$ cat src/rtl/fsd_pkg.sv
package fsd_pkg;
    typedef enum logic {
        MODE_DIV = 1'b0,
        MODE_BYP = 1'b1
    } mode_e;

    // control bit positions inside one channel's half-word (bypass only)
    localparam int STB_BIT = 0;
    localparam int INV_BIT = 1;
endpackage

$ cat src/rtl/fsd_width.sv
module fsd_width #(
    parameter int DIV_W = 16,
    parameter int PW_W  = 16,
    localparam int CW   = (DIV_W > PW_W) ? DIV_W : PW_W
) (
    input  logic [DIV_W-1:0] div_i,
    input  logic [PW_W-1:0]  pw_i,
    output logic [CW-1:0]    wid_o
);
    logic [CW-1:0] d_ext;
    logic [CW-1:0] p_ext;

    always_comb begin
        d_ext = CW'(div_i);
        p_ext = CW'(pw_i);
        if (p_ext == '0)
            wid_o = d_ext >> 1;
        else if (p_ext >= d_ext)
            wid_o = d_ext - 1'b1;
        else
            wid_o = p_ext;
    end
endmodule

$ cat src/rtl/fsd_chan.sv
module fsd_chan
    import fsd_pkg::*;
#(
    parameter int DIV_W = 16,
    parameter int PW_W  = 16,
    localparam int CW   = (DIV_W > PW_W) ? DIV_W : PW_W
) (
    input  logic             clk,
    input  logic             rst_n,
    input  logic             tick,
    input  logic             ext,
    input  logic [DIV_W-1:0] div_in,
    input  logic [PW_W-1:0]  pw_in,
    output logic             fs
);
    typedef struct packed {
        logic [DIV_W-1:0] cnt;
        logic [DIV_W-1:0] div;
        logic [CW-1:0]    wid;
        mode_e            mode;
        logic             prev;
        logic             fs;
    } chan_st_t;

    chan_st_t s_q, s_d;
    logic [CW-1:0] wid_new;
    logic stb_sel, inv_sel, lvl, at_edge;

    fsd_width #(.DIV_W(DIV_W), .PW_W(PW_W)) width_i (
        .div_i (div_in),
        .pw_i  (pw_in),
        .wid_o (wid_new)
    );

    assign stb_sel = pw_in[STB_BIT];
    assign inv_sel = pw_in[INV_BIT];
    assign lvl     = ext ^ inv_sel;
    assign at_edge = (s_q.mode == MODE_BYP) || (s_q.cnt == s_q.div - 1'b1);

    always_comb begin
        s_d = s_q;
        if (tick) begin
            s_d.prev = lvl;
            if (at_edge) begin
                s_d.cnt  = '0;
                s_d.div  = div_in;
                s_d.wid  = wid_new;
                s_d.mode = (div_in < DIV_W'(2)) ? MODE_BYP : MODE_DIV;
            end else begin
                s_d.cnt = s_q.cnt + 1'b1;
            end
            if (s_d.mode == MODE_BYP)
                s_d.fs = stb_sel ? (lvl & ~s_q.prev) : lvl;
            else
                s_d.fs = (CW'(s_d.cnt) < s_d.wid);
        end
    end

    always_ff @(posedge clk) begin
        if (!rst_n) begin
            s_q.cnt  <= '0;
            s_q.div  <= '0;
            s_q.wid  <= '0;
            s_q.mode <= MODE_BYP;
            s_q.prev <= 1'b0;
            s_q.fs   <= 1'b0;
        end else begin
            s_q <= s_d;
        end
    end

    assign fs = s_q.fs;


    cnt_range_chk: assert property (@(posedge clk) disable iff (!rst_n)
        (s_q.mode == MODE_DIV) |-> (s_q.cnt < s_q.div));


    wid_range_chk: assert property (@(posedge clk) disable iff (!rst_n)
        (s_q.mode == MODE_DIV) |-> (s_q.wid != '0 && s_q.wid < CW'(s_q.div)));


    hold_chk: assert property (@(posedge clk) disable iff (!rst_n)
        !tick |=> ($stable(s_q.fs) && $stable(s_q.cnt)));


    boundary_chk: assert property (@(posedge clk) disable iff (!rst_n)
        (tick && s_q.mode == MODE_DIV && !at_edge) |=> ($stable(s_q.div) && $stable(s_q.wid)));


    strobe_one_chk: assert property (@(posedge clk) disable iff (!rst_n)
        (tick && s_q.mode == MODE_BYP && stb_sel && s_q.fs && s_d.mode == MODE_BYP) |=> !s_q.fs);
endmodule

$ cat src/rtl/fsd_pair.sv
module fsd_pair #(
    parameter int DIV_W = 16,
    parameter int PW_W  = 32,
    localparam int HALF = PW_W / 2
) (
    input  logic             clk,
    input  logic             rst_n,
    input  logic             tick_a,
    input  logic             tick_b,
    input  logic             ext_a,
    input  logic             ext_b,
    input  logic [DIV_W-1:0] div_a,
    input  logic [DIV_W-1:0] div_b,
    input  logic [PW_W-1:0]  pw_word,
    output logic             fs_a,
    output logic             fs_b
);
    localparam int NCH = 2;

    logic [NCH-1:0]            tick_v, ext_v, fs_v;
    logic [NCH-1:0][DIV_W-1:0] div_v;

    assign tick_v = {tick_b, tick_a};
    assign ext_v  = {ext_b, ext_a};
    assign div_v  = {div_b, div_a};

    for (genvar ch = 0; ch < NCH; ch++) begin : g_ch
        fsd_chan #(.DIV_W(DIV_W), .PW_W(HALF)) chan_i (
            .clk    (clk),
            .rst_n  (rst_n),
            .tick   (tick_v[ch]),
            .ext    (ext_v[ch]),
            .div_in (div_v[ch]),
            .pw_in  (pw_word[ch*HALF +: HALF]),
            .fs     (fs_v[ch])
        );
    end

    assign fs_a = fs_v[0];
    assign fs_b = fs_v[1];
endmodule

$ cat config.mk
export PLATFORM = sky130hd
export DESIGN_NAME = fsd_pair
export DESIGN_NICKNAME = d
export VERILOG_FILES = /design/src/rtl/fsd_pkg.sv /design/src/rtl/fsd_width.sv /design/src/rtl/fsd_chan.sv /design/src/rtl/fsd_pair.sv
export SDC_FILE = /design/constraint.sdc
export NUM_CORES = 1
export LEC_CHECK = 0
export BUFFER_PORTS_ARGS = -buffer_cell sky130_fd_sc_hd__buf_2
export CAP_MARGIN = 0
export CORE_ASPECT_RATIO = 1.1
export CORE_MARGIN = 2
export CORE_UTILIZATION = 62
export CTS_CLUSTER_SIZE = 8
export DETAILED_ROUTE_END_ITERATION = 10
export GPL_TIMING_DRIVEN = 0
export PLACE_DENSITY = 0.86
export SKIP_LAST_GASP = 1
export SYNTH_ARGS = -nofsm -noshare
export SYNTH_HDL_FRONTEND = slang
export SYNTH_SLANG_ARGS = --single-unit
$ cat constraint.sdc
create_clock -name clk -period 6.6 [get_ports clk]
set_input_delay 1.32 -clock clk [delete_from_list [all_inputs] [get_ports clk]]
set_output_delay 1.32 -clock clk [all_outputs]
set_load 0.01 [all_outputs]
### Word level (Yosys, flattened, before mapping)

Index checks and enable logic that the tools add are counted.
W data, S select, Z words.

| word-level totals | value |
|---|---|
| output and inout port bits | 2 |
| bits in registers | 102 |
| bits of input ports | 70 |

| operators by class | value |
|---|---|
| eq/ne operators | 4 |
| order comparisons | 6 |
| reductions and logical operators | 6 |
| add/sub/neg operators | 6 |
| mux-type cells | 18 |
| bitwise operators | 6 |

Operators by type and width:

| kind | count |
|---|---|
| $mux W33 | 4 |
| $mux W16 | 8 |
| $sub A16 B1 Y16 const B | 4 |
| $add A16 B1 Y16 const B | 2 |
| $eq A16 B16 Y1 | 2 |
| $ge A16 B16 Y1 | 2 |
| $logic_not A16 Y1 | 2 |
| $lt A16 B16 Y1 | 2 |
| $lt A16 B2 Y1 const B | 2 |
| $mux W1 | 6 |
| $ne A2 B1 Y1 const B | 2 |
| $reduce_and A2 Y1 | 2 |
| $and A1 B1 Y1 | 2 |
| $logic_or A1 B1 Y1 | 2 |
| $not A1 Y1 | 2 |
| $xor A1 B1 Y1 | 2 |

### Logic depth before layout (Yosys ltp)

Gate-level depths: netlist (run 1).

| depth | value |
|---|---|
| depth in word-level cells | 7 |
| mapped depth | 22 |
| gate-level depth less buffers | 19 |

### Cells and area by module

A second synthesis (run 1) with hierarchy kept.

| second synthesis, totals | value |
|---|---|
| cells, all modules | 1161 |
| area, all modules | 9186.3 µm² |

By module, submodules not included:

| module | cells an instance | area each (µm²) | times used | sequential area each (µm²) |
|---|---|---|---|---|
| fsd_chan (g_ch[1].chan_i) | 429 | 3548.4 | 1 | 1021.0 |
| fsd_chan (g_ch[0].chan_i) | 426 | 3538.4 | 1 | 1021.0 |
| fsd_width | 153 | 1049.8 | 2 | 0.0 |

### Least setup slack after synthesis (run 1)

Ideal clock, no wire load.

| timing | value |
|---|---|
| kind | input to register |
| from | input port div_b[5] |
| to | register, netlist name g_ch[1].chan_i.fs |
| stages | 20 |
| buffers on the path | 1 |
| data arrival time | 4.927 ns |
| library setup time | 0.076 ns |
| slack | 1.598 ns |
| cells stage by stage | clkbuf_1 inv_1 ha_1 a21o_1 a21o_1 a221o_1 a31oi_1 nand2_1 mux2i_1 o211ai_1 o21ai_0 ha_1 a21o_1 a21o_1 a21o_1 a21o_1 a21oi_1 o21ai_0 a2111o_1 o22ai_1 |

| between the ends | value |
|---|---|
| longest elaborated chain between the ends | 7 |

RTL lines:

| element | RTL line | text |
|---|---|---|
| start: declaration | fsd_pair.sv:13 | `input logic [DIV_W-1:0] div_b,` |
| $sub A16 B1 Y16 or $ge A16 B16 Y1 (tied branches) | fsd_width.sv:19, fsd_width.sv:18 |  |
| $mux W16 | fsd_width.sv:18 | `else if (p_ext >= d_ext)` |
| $mux W16 | fsd_width.sv:16 | `if (p_ext == '0)` |
| $mux W33 * | fsd_chan.sv:44 | `if (at_edge) begin` |
| $mux W33 * | fsd_chan.sv:42 | `if (tick) begin` |
| $lt A16 B16 Y1 | fsd_chan.sv:55 | `s_d.fs = (CW'(s_d.cnt) < s_d.wid);` |
| $mux W1 * | fsd_chan.sv:52 | `if (s_d.mode == MODE_BYP)` |

Every way passes the cells marked *; elsewhere a longest branch is shown, timed or not. The select of a mux whose other input is x is not followed.
A chain may end at the register's enable or synchronous reset.

### Final worst setup path (run 1)

| timing | value |
|---|---|
| from | input port div_b[5] |
| to | register, netlist name g_ch[1].chan_i.fs |

| between the ends | value |
|---|---|
| longest elaborated chain between the ends | 7 |

RTL lines:

| element | RTL line |
|---|---|
| $sub A16 B1 Y16 or $ge A16 B16 Y1 (tied branches) | fsd_width.sv:19, fsd_width.sv:18 |
| $mux W16 | fsd_width.sv:18 |
| $mux W16 | fsd_width.sv:16 |
| $mux W33 * | fsd_chan.sv:44 |
| $mux W33 * | fsd_chan.sv:42 |
| $lt A16 B16 Y1 | fsd_chan.sv:55 |
| $mux W1 * | fsd_chan.sv:52 |

Marks and branches as above.

==> results of run 1 <==
## through the flow
| stage | total power [mW] | instances | utilization | setup WS [ns] |
|---|---|---|---|---|
| global route | 1.82 | 1483 | 0.694 | 0.655 |
| finish | 1.75 | 1483 | 0.694 | 0.909 |
| CTS | 1.74 | 1483 | 0.694 | 1.11 |
| global placement | 1.15 | 1468 | 0.672 | 0.966 |
| detailed placement | 1.16 | 1468 | 0.672 | 0.771 |
| floorplan | 1.01 | 1209 | - | 1.60 |
## metal layers
metal,share of wire,wire (um)
met1,0.39,10900
met2,0.49,13900
met3,0.063,1780
met4,0.055,1550
met5,0,0
## final cells by class
type / count / area share
Clock buffer: 10 / 0.0240
Clock inverter: 5 / 0.00830
Tap cell: 192 / 0.0241
Buffer: 94 / 0.0419
Multi-Input combinational cell: 966 / 0.645
Sequential cell: 102 / 0.205
Timing Repair Buffer: 67 / 0.0337
Inverter: 47 / 0.0177
## state kept, by name, summed over array words and instances, names as in the netlist
register / cells
g_ch.chan_i.s_q: 100
g_ch.chan_i.fs: 2
## critical path, cell delays in order
cell       delay, ns
clkbuf_1        0.31
inv_1           0.11
ha_1            0.21
a21o_1          0.16
a21o_1          0.19
a221o_1         0.38
a31oi_1         0.26
nand2_1         0.27
clkbuf_1        0.30
o21ai_0         0.29
o211ai_1        0.13
o21ai_1         0.15
ha_1            0.27
a2111oi_0       0.63
nand2_1         0.18
a2111oi_0       0.48
nor3b_1         0.12
o22ai_1         0.19
## layout by cell type, fill, tap and decap left out, drive strengths merged, types with 20 or more instances in the layout
| master | synthesis | routed |
|---|---|---|
| clkbuf | 69 | 79 |
| o21ai | 88 | 88 |
| nand3 | 63 | 63 |
| xnor2 | 66 | 66 |
| nor3 | 76 | 76 |
| mux2i | 23 | 23 |
| xor2 | 20 | 20 |
| a21o | 27 | 27 |
| nand4 | 20 | 20 |
| o31ai | 31 | 31 |
| inv | 46 | 47 |
| nor4 | 21 | 21 |
| ha | 68 | 68 |
| nor2 | 64 | 64 |
| buf | 25 | 92 |
| nand2 | 86 | 86 |
| dfxtp | 102 | 102 |
| a21oi | 102 | 102 |
## power groups by stage
stage,clock [mW],combinational (mW),sequential [mW]
final,0.587,0.492,0.673
after global routing,0.603,0.541,0.677
after CTS,0.585,0.481,0.672
after detailed placement,0,0.477,0.686
after global placement,0,0.463,0.684
after floorplan,0,0.334,0.678
## worst max path at each step
stage | start | endpoint | slack (ns) | depth (start not counted)
2_1_floorplan | div_b[5] | g_ch[1].chan_i.fs | 1.60 | 20
3_3_place_gp | div_b[5] | g_ch[1].chan_i.fs | 0.97 | 18
3_5_place_dp | div_b[5] | g_ch[1].chan_i.fs | 0.77 | 18
4_1_cts | div_b[5] | g_ch[1].chan_i.fs | 1.11 | 18
5_1_grt | div_b[5] | g_ch[1].chan_i.fs | 0.66 | 18
6_report | div_b[5] | g_ch[1].chan_i.fs | 0.91 | 18
## cells in the mapped netlist, drive strengths merged (21+ instances only)
library cell  count  area share
a21oi           102       0.056
dfxtp           102        0.23
o21ai            88       0.050
nand2            86       0.036
nor3             76       0.042
clkbuf           69       0.029
ha               68       0.094
xnor2            66       0.064
nor2             64       0.027
nand3            63       0.035
inv              46       0.019
o31ai            31       0.026
a21o             27       0.022
buf              25       0.017
mux2i            23       0.025
nor4             21       0.015
## cell families after synthesis
family | share of synthesized area
buf+inv | 0.0655
fa+ha+maj | 0.0940
xor+xnor | 0.0832
mux | 0.0279
compound gates | 0.259
flops | 0.226
simple gates | 0.245
==> impl_results.md, run 1 <==
* Run status: complete, no violations
* Fraction of power consumed by the clock network at 0.335
* Die area at 0.0156 mm^2
* Leak at 4.02 nW
* CTS clk-pin slew, worst paths at 0.07 ns
* Fillers at 1,246
* Final GP Congestion at 0.969
* Final hold slack at 0.494 ns
* Post-synthesis register bit count at 102
* Reg power frac at 0.384
* Pint at 1.18 mW
* Hold_buf cts at 0
* Worst Hold Class: register to register
* Area of the multi-input gates at 0.00642 mm^2
* Reg2Reg Setup Slack at 0.98 ns
* Slew @ Worst Pin at 1.14 ns
* Clk sinks at 102
* Sequential area share after synthesis at 0.226
* Via-to-Cell Ratio at 6.64
* Routed wire length at 28,100 um
* Gate Count Post-Synth at 1,209
* Synth async-reset ratio at 0
* Max-Cap Viols at 0
* Post_cts resized at 0
* Startpoint types: input pin
* Switching share of power at 0.329
* Fin nets at 1,425
* I/O pins at 72
* Antenna cells at 0
* Unrepaired setup endpoints after global routing: no
* TritonCTS clock tree: done
* Final setup TNS at 0 ns
* Remaining global-route overflow at 0
* Fin crit period at 5.69 ns
* Port Buffers at 67
* Post-synth EDFFs at 0
* Sw power at 0.577 mW
* Comb pwr share at 0.280
* Clock latency on the worst-skew pair at 0.36 ns
* Synth Area per Inst at 7.49 um^2
* WHS Path Cells at 1
* Vias at 9,854
* CTS H-tree lvls at 3
* Mean routed wirelength per cell at 19.0 um
* Worst Hold End: g_ch[1].chan_i.s_q[15]
* Crit Path Max Fanout at 10
* Starting Density at 0.632
* CP Data Required Time at 6.87 ns
* Reg-to-Reg Start: g_ch[1].chan_i.s_q[19]
* Core Box Area at 0.0143 mm^2
* Syn. warnings at 0
* Number of global-route vias before repair at 9,384
* Worst slew margin at 0.231
* Ys flop type: dfxtp_1
* Crit. End Element: register
* WS Path Type: input pin to register
* RR Endpoint: g_ch[1].chan_i.fs
* Total iterations of the first detailed-routing run at 5
* Synth-to-Final Area Change at 9.91%
* Clk root buf: clkbuf_16
* Share of cells above drive strength 1 at 0.0914
* Die Span Y at 131 um
* Fmax at 176 MHz
* Synth cell types at 68
* Initial DRC Count at 1,103
* Fin Clk Skew at 0.00816 ns
* Hpwl dp at 21,800 um
* Die X at 119 um
* Sequential cell area at 0.00204 mm^2
* Critical path data arrival time at 5.96 ns
* Hold_sp: g_ch[1].chan_i.s_q[15]
* GR Util All Layers at 0.364
* Synth Cell Area at 0.00905 mm^2
* Max Slew Vio Count at 0
* Tcrit/Tclk final at 0.862
* # DRC at 0
* Busiest grt layer: met2
* Row cnt at 46
* Grt met3 use at 0.0447
* Synthesized Nets at 1,347
* M2 GR Usage at 0.666
* Initial antenna violation count at 0
* Routed Antenna Nets at 0
* Largest net degree at the start of global routing at 17
* Met1 GRT Util at 0.415
* First-pass GRT wire length at 45,900 um
* Hold Vio Cnt, Final at 0
* Postcts setup bufs at 0
* CTS buffer count at 9
* Post-route cell area at 0.00995 mm^2
* FF-to-FF path depth at 19
* Pwr/cell area at 176 mW/mm^2
* Worst vdd ir at 0.184 mV
* Placed inst area at 0.00963 mm^2
* Maximum buffer depth of the clock tree at 2
* Final setup viols at 0
Power figures use the tool's default switching activity.
==> run 2, diff against run 1 <==
CORE_UTILIZATION = 45   (was 62)
PLACE_DENSITY = 0.67   (was 0.86)
==> run 2 against run 1 <==
Against the previous run:
- sequential cell count stayed put
- critical path depth stayed put
- setup slack better by 0.21 ns
- sequential power hardly changed
- sequential share of layout area is 0.11 points lower
- wire length is 2.4% higher
- core utilization is 19 points lower
- hold slack worse by 0.014 ns
- via count is 3.9% lower
- maximum frequency is 3.8% higher
- combinational power is 1% lower
- clock skew is 0.0063 ns higher
==> impl_results.md, run 2 (synthesis results as in run 1) <==
* Fmax at 182 MHz (+3.8%)
* Fraction of power consumed by the clock network at 0.325 (-0.010)
* Maximum buffer depth of the clock tree at 2 (unchanged)
* Commonest non-fill, non-tap cells in the layout: a21oi_1 (102), dfxtp_1 (102), nand2_1 (86)
* WS Path Type: input pin to register
* Number of global-route vias before repair at 8,874 (-5.4%)
* Reg power frac at 0.392 (+0.008)
* Comb pwr share at 0.283 (+0.003)
* Initial antenna violation count at 0 (unchanged)
* Tcrit/Tclk final at 0.831 (-0.0314)
* # DRC at 0 (unchanged)
* CP Data Required Time at 6.89 ns (+0.02 ns)
* Starting Density at 0.457 (-0.174)
* Worst Hold Class: register to register
* Initial DRC Count at 705 (-36%)
* Synth-to-Final Area Change at 10.5%
* Final setup viols at 0 (unchanged)
* Max-Cap Viols at 0 (unchanged)
* Sw power at 0.585 mW (+1.4%)
* Vias at 9,465 (-3.9%)
* Mean routed wirelength per cell at 18.7 um (-1.6%)
* Row cnt at 54 (+17%)
* Crit. End Element: register
* Pwr/cell area at 171 mW/mm^2 (-2.7%)
* Die Span Y at 153 um (+17%)
* Register bank with the most flops: g_ch.chan_i.s_q
* Crit Path Max Fanout at 10 (unchanged)
* Hold_buf cts at 0 (unchanged)
* Critical path data arrival time at 5.77 ns (-0.19 ns)
* First-pass GRT wire length at 46,300 um (+0.79%)
* Worst vdd ir at 0.159 mV (-13%)
* Pint at 1.13 mW (-4.0%)
* Die area at 0.0213 mm^2 (+36%)
* Routed Antenna Nets at 0 (unchanged)
* Routed wire length at 28,800 um (+2.4%)
* CTS buffer count at 9 (unchanged)
* Clk sinks at 102 (unchanged)
* Regs by FF count: g_ch.chan_i.s_q x100, g_ch.chan_i.fs x2
* Clk root buf: clkbuf_16
* Final GP Congestion at 0.954 (-1.6%)
* Post_cts resized at 0 (unchanged)
* Fin crit period at 5.48 ns (-0.207 ns)
* Fin nets at 1,425 (unchanged)
* Slew @ Worst Pin at 1.19 ns (+0.0422 ns)
* Worst slew margin at 0.202 (-0.0284)
* Run status: complete, no violations
* Max Slew Vio Count at 0 (unchanged)
* Share of cells above drive strength 1 at 0.0921 (+0.000703)
* GR Util All Layers at 0.266 (-0.0982)
* Unrepaired setup endpoints after global routing: no
* Antenna cells at 0 (unchanged)
* Post-route cell area at 0.0100 mm^2 (+0.52%)
* Via-to-Cell Ratio at 6.13 (-7.7%)
* Die X at 139 um (+17%)
* Placed inst area at 0.00970 mm^2 (+0.78%)
* Fin util at 0.505 (-0.189)
* Hold Vio Cnt, Final at 0 (unchanged)
* Postcts setup bufs at 0 (unchanged)
* TritonCTS clock tree: done
* CTS H-tree lvls at 3 (unchanged)
* Cells after DPL at 1,528 (+4.1%)
* Hpwl dp at 22,500 um (+3.4%)
* Core Box Area at 0.0198 mm^2 (+38%)
* Final setup TNS at 0 ns (unchanged)
* Startpoint types: input pin
* CTS clk-pin slew, worst paths at 0.07 ns (about the same)
* Post-route insts no fill at 1,544 (+4.1%)
* Port Buffers at 67 (unchanged)
* Remaining global-route overflow at 0 (unchanged)
* Total iterations of the first detailed-routing run at 5 (unchanged)
* I/O pins at 72 (unchanged)
* Switching share of power at 0.341 (+0.0122)
* Clock latency on the worst-skew pair at 0.37 ns (about the same)
* Fin Clk Skew at 0.0144 ns (+0.00627 ns)
* Max reg flops at 100 (unchanged)
* Largest net degree at the start of global routing at 18 (+1)
* Leak at 4.00 nW (-0.42%)
-- run 2: cell count changes in the layout (fill, tap and decap cells not counted) --
| cell | delta |
|---|---|
| bufinv_16 | -1 |
| clkbuf_8 | -1 |
| clkinv_2 | +1 |
| clkinv_4 | -1 |
| clkinvlp_4 | +2 |
| inv_6 | +1 |
-- run 2: per-stage QoR --
stage	hold slack, ns	setup slack, ns	power (mW)
after floorplan	0.453	1.60	1.01
after global placement	0.462	0.914	1.15
after detailed placement	0.470	0.790	1.16
after CTS	0.480	1.14	1.71
after global routing	0.511	0.676	1.80
final	0.480	1.12	1.71
-- run 2: worst paths after layout --
kind | start | end | slack [ns] | depth (start not counted)
min reg2reg | g_ch[0].chan_i.s_q[18] | g_ch[0].chan_i.s_q[18] | 0.48 | 2
max | div_b[5] | g_ch[1].chan_i.fs | 1.12 | 18
max reg2reg | g_ch[0].chan_i.s_q[24] | g_ch[0].chan_i.fs | 1.13 | 18
min | g_ch[0].chan_i.s_q[18] | g_ch[0].chan_i.s_q[18] | 0.48 | 2
-- run 2: layout make-up --
| type | count | area (um^2) |
|---|---|---|
| clock buffers | 9 | 225 |
| repair buffers | 67 | 335 |
| plain buffers | 94 | 417 |
| flip-flops and latches | 102 | 2040 |
| inverters | 47 | 176 |
| fillers | 2000 | 9790 |
| well taps | 252 | 315 |
| multi-input cells | 966 | 6420 |
| clock inverters | 7 | 72.6 |
-- run 2: worst max-delay path, cell delays in order --
cell       delay, ns
clkbuf_1        0.28
inv_1           0.11
ha_1            0.21
a21o_1          0.15
a21o_1          0.17
a221o_1         0.35
a31oi_1         0.24
nand2_1         0.28
clkbuf_1        0.30
o21ai_0         0.32
o211ai_1        0.12
o21ai_1         0.14
ha_1            0.28
a2111oi_0       0.63
nand2_1         0.19
a2111oi_0       0.43
nor3b_1         0.10
o22ai_1         0.15
-- run 2: metal layers --
metal | part of all wire | global-route usage | wire length, um
met1 | 0.42 | 0.333 | 12100
met5 | 0 | 0 | 0
met2 | 0.48 | 0.452 | 14000
met4 | 0.050 | 0.132 | 1440
met3 | 0.045 | 0.0311 | 1280
-- run 2: power groups by stage --
stage	Sequential [mW]	Combinational (mW)	Clock, mW
after global routing	0.675	0.538	0.584
final	0.672	0.485	0.558
after detailed placement	0.685	0.477	0
after CTS	0.671	0.480	0.558
after global placement	0.684	0.469	0
after floorplan	0.678	0.334	0
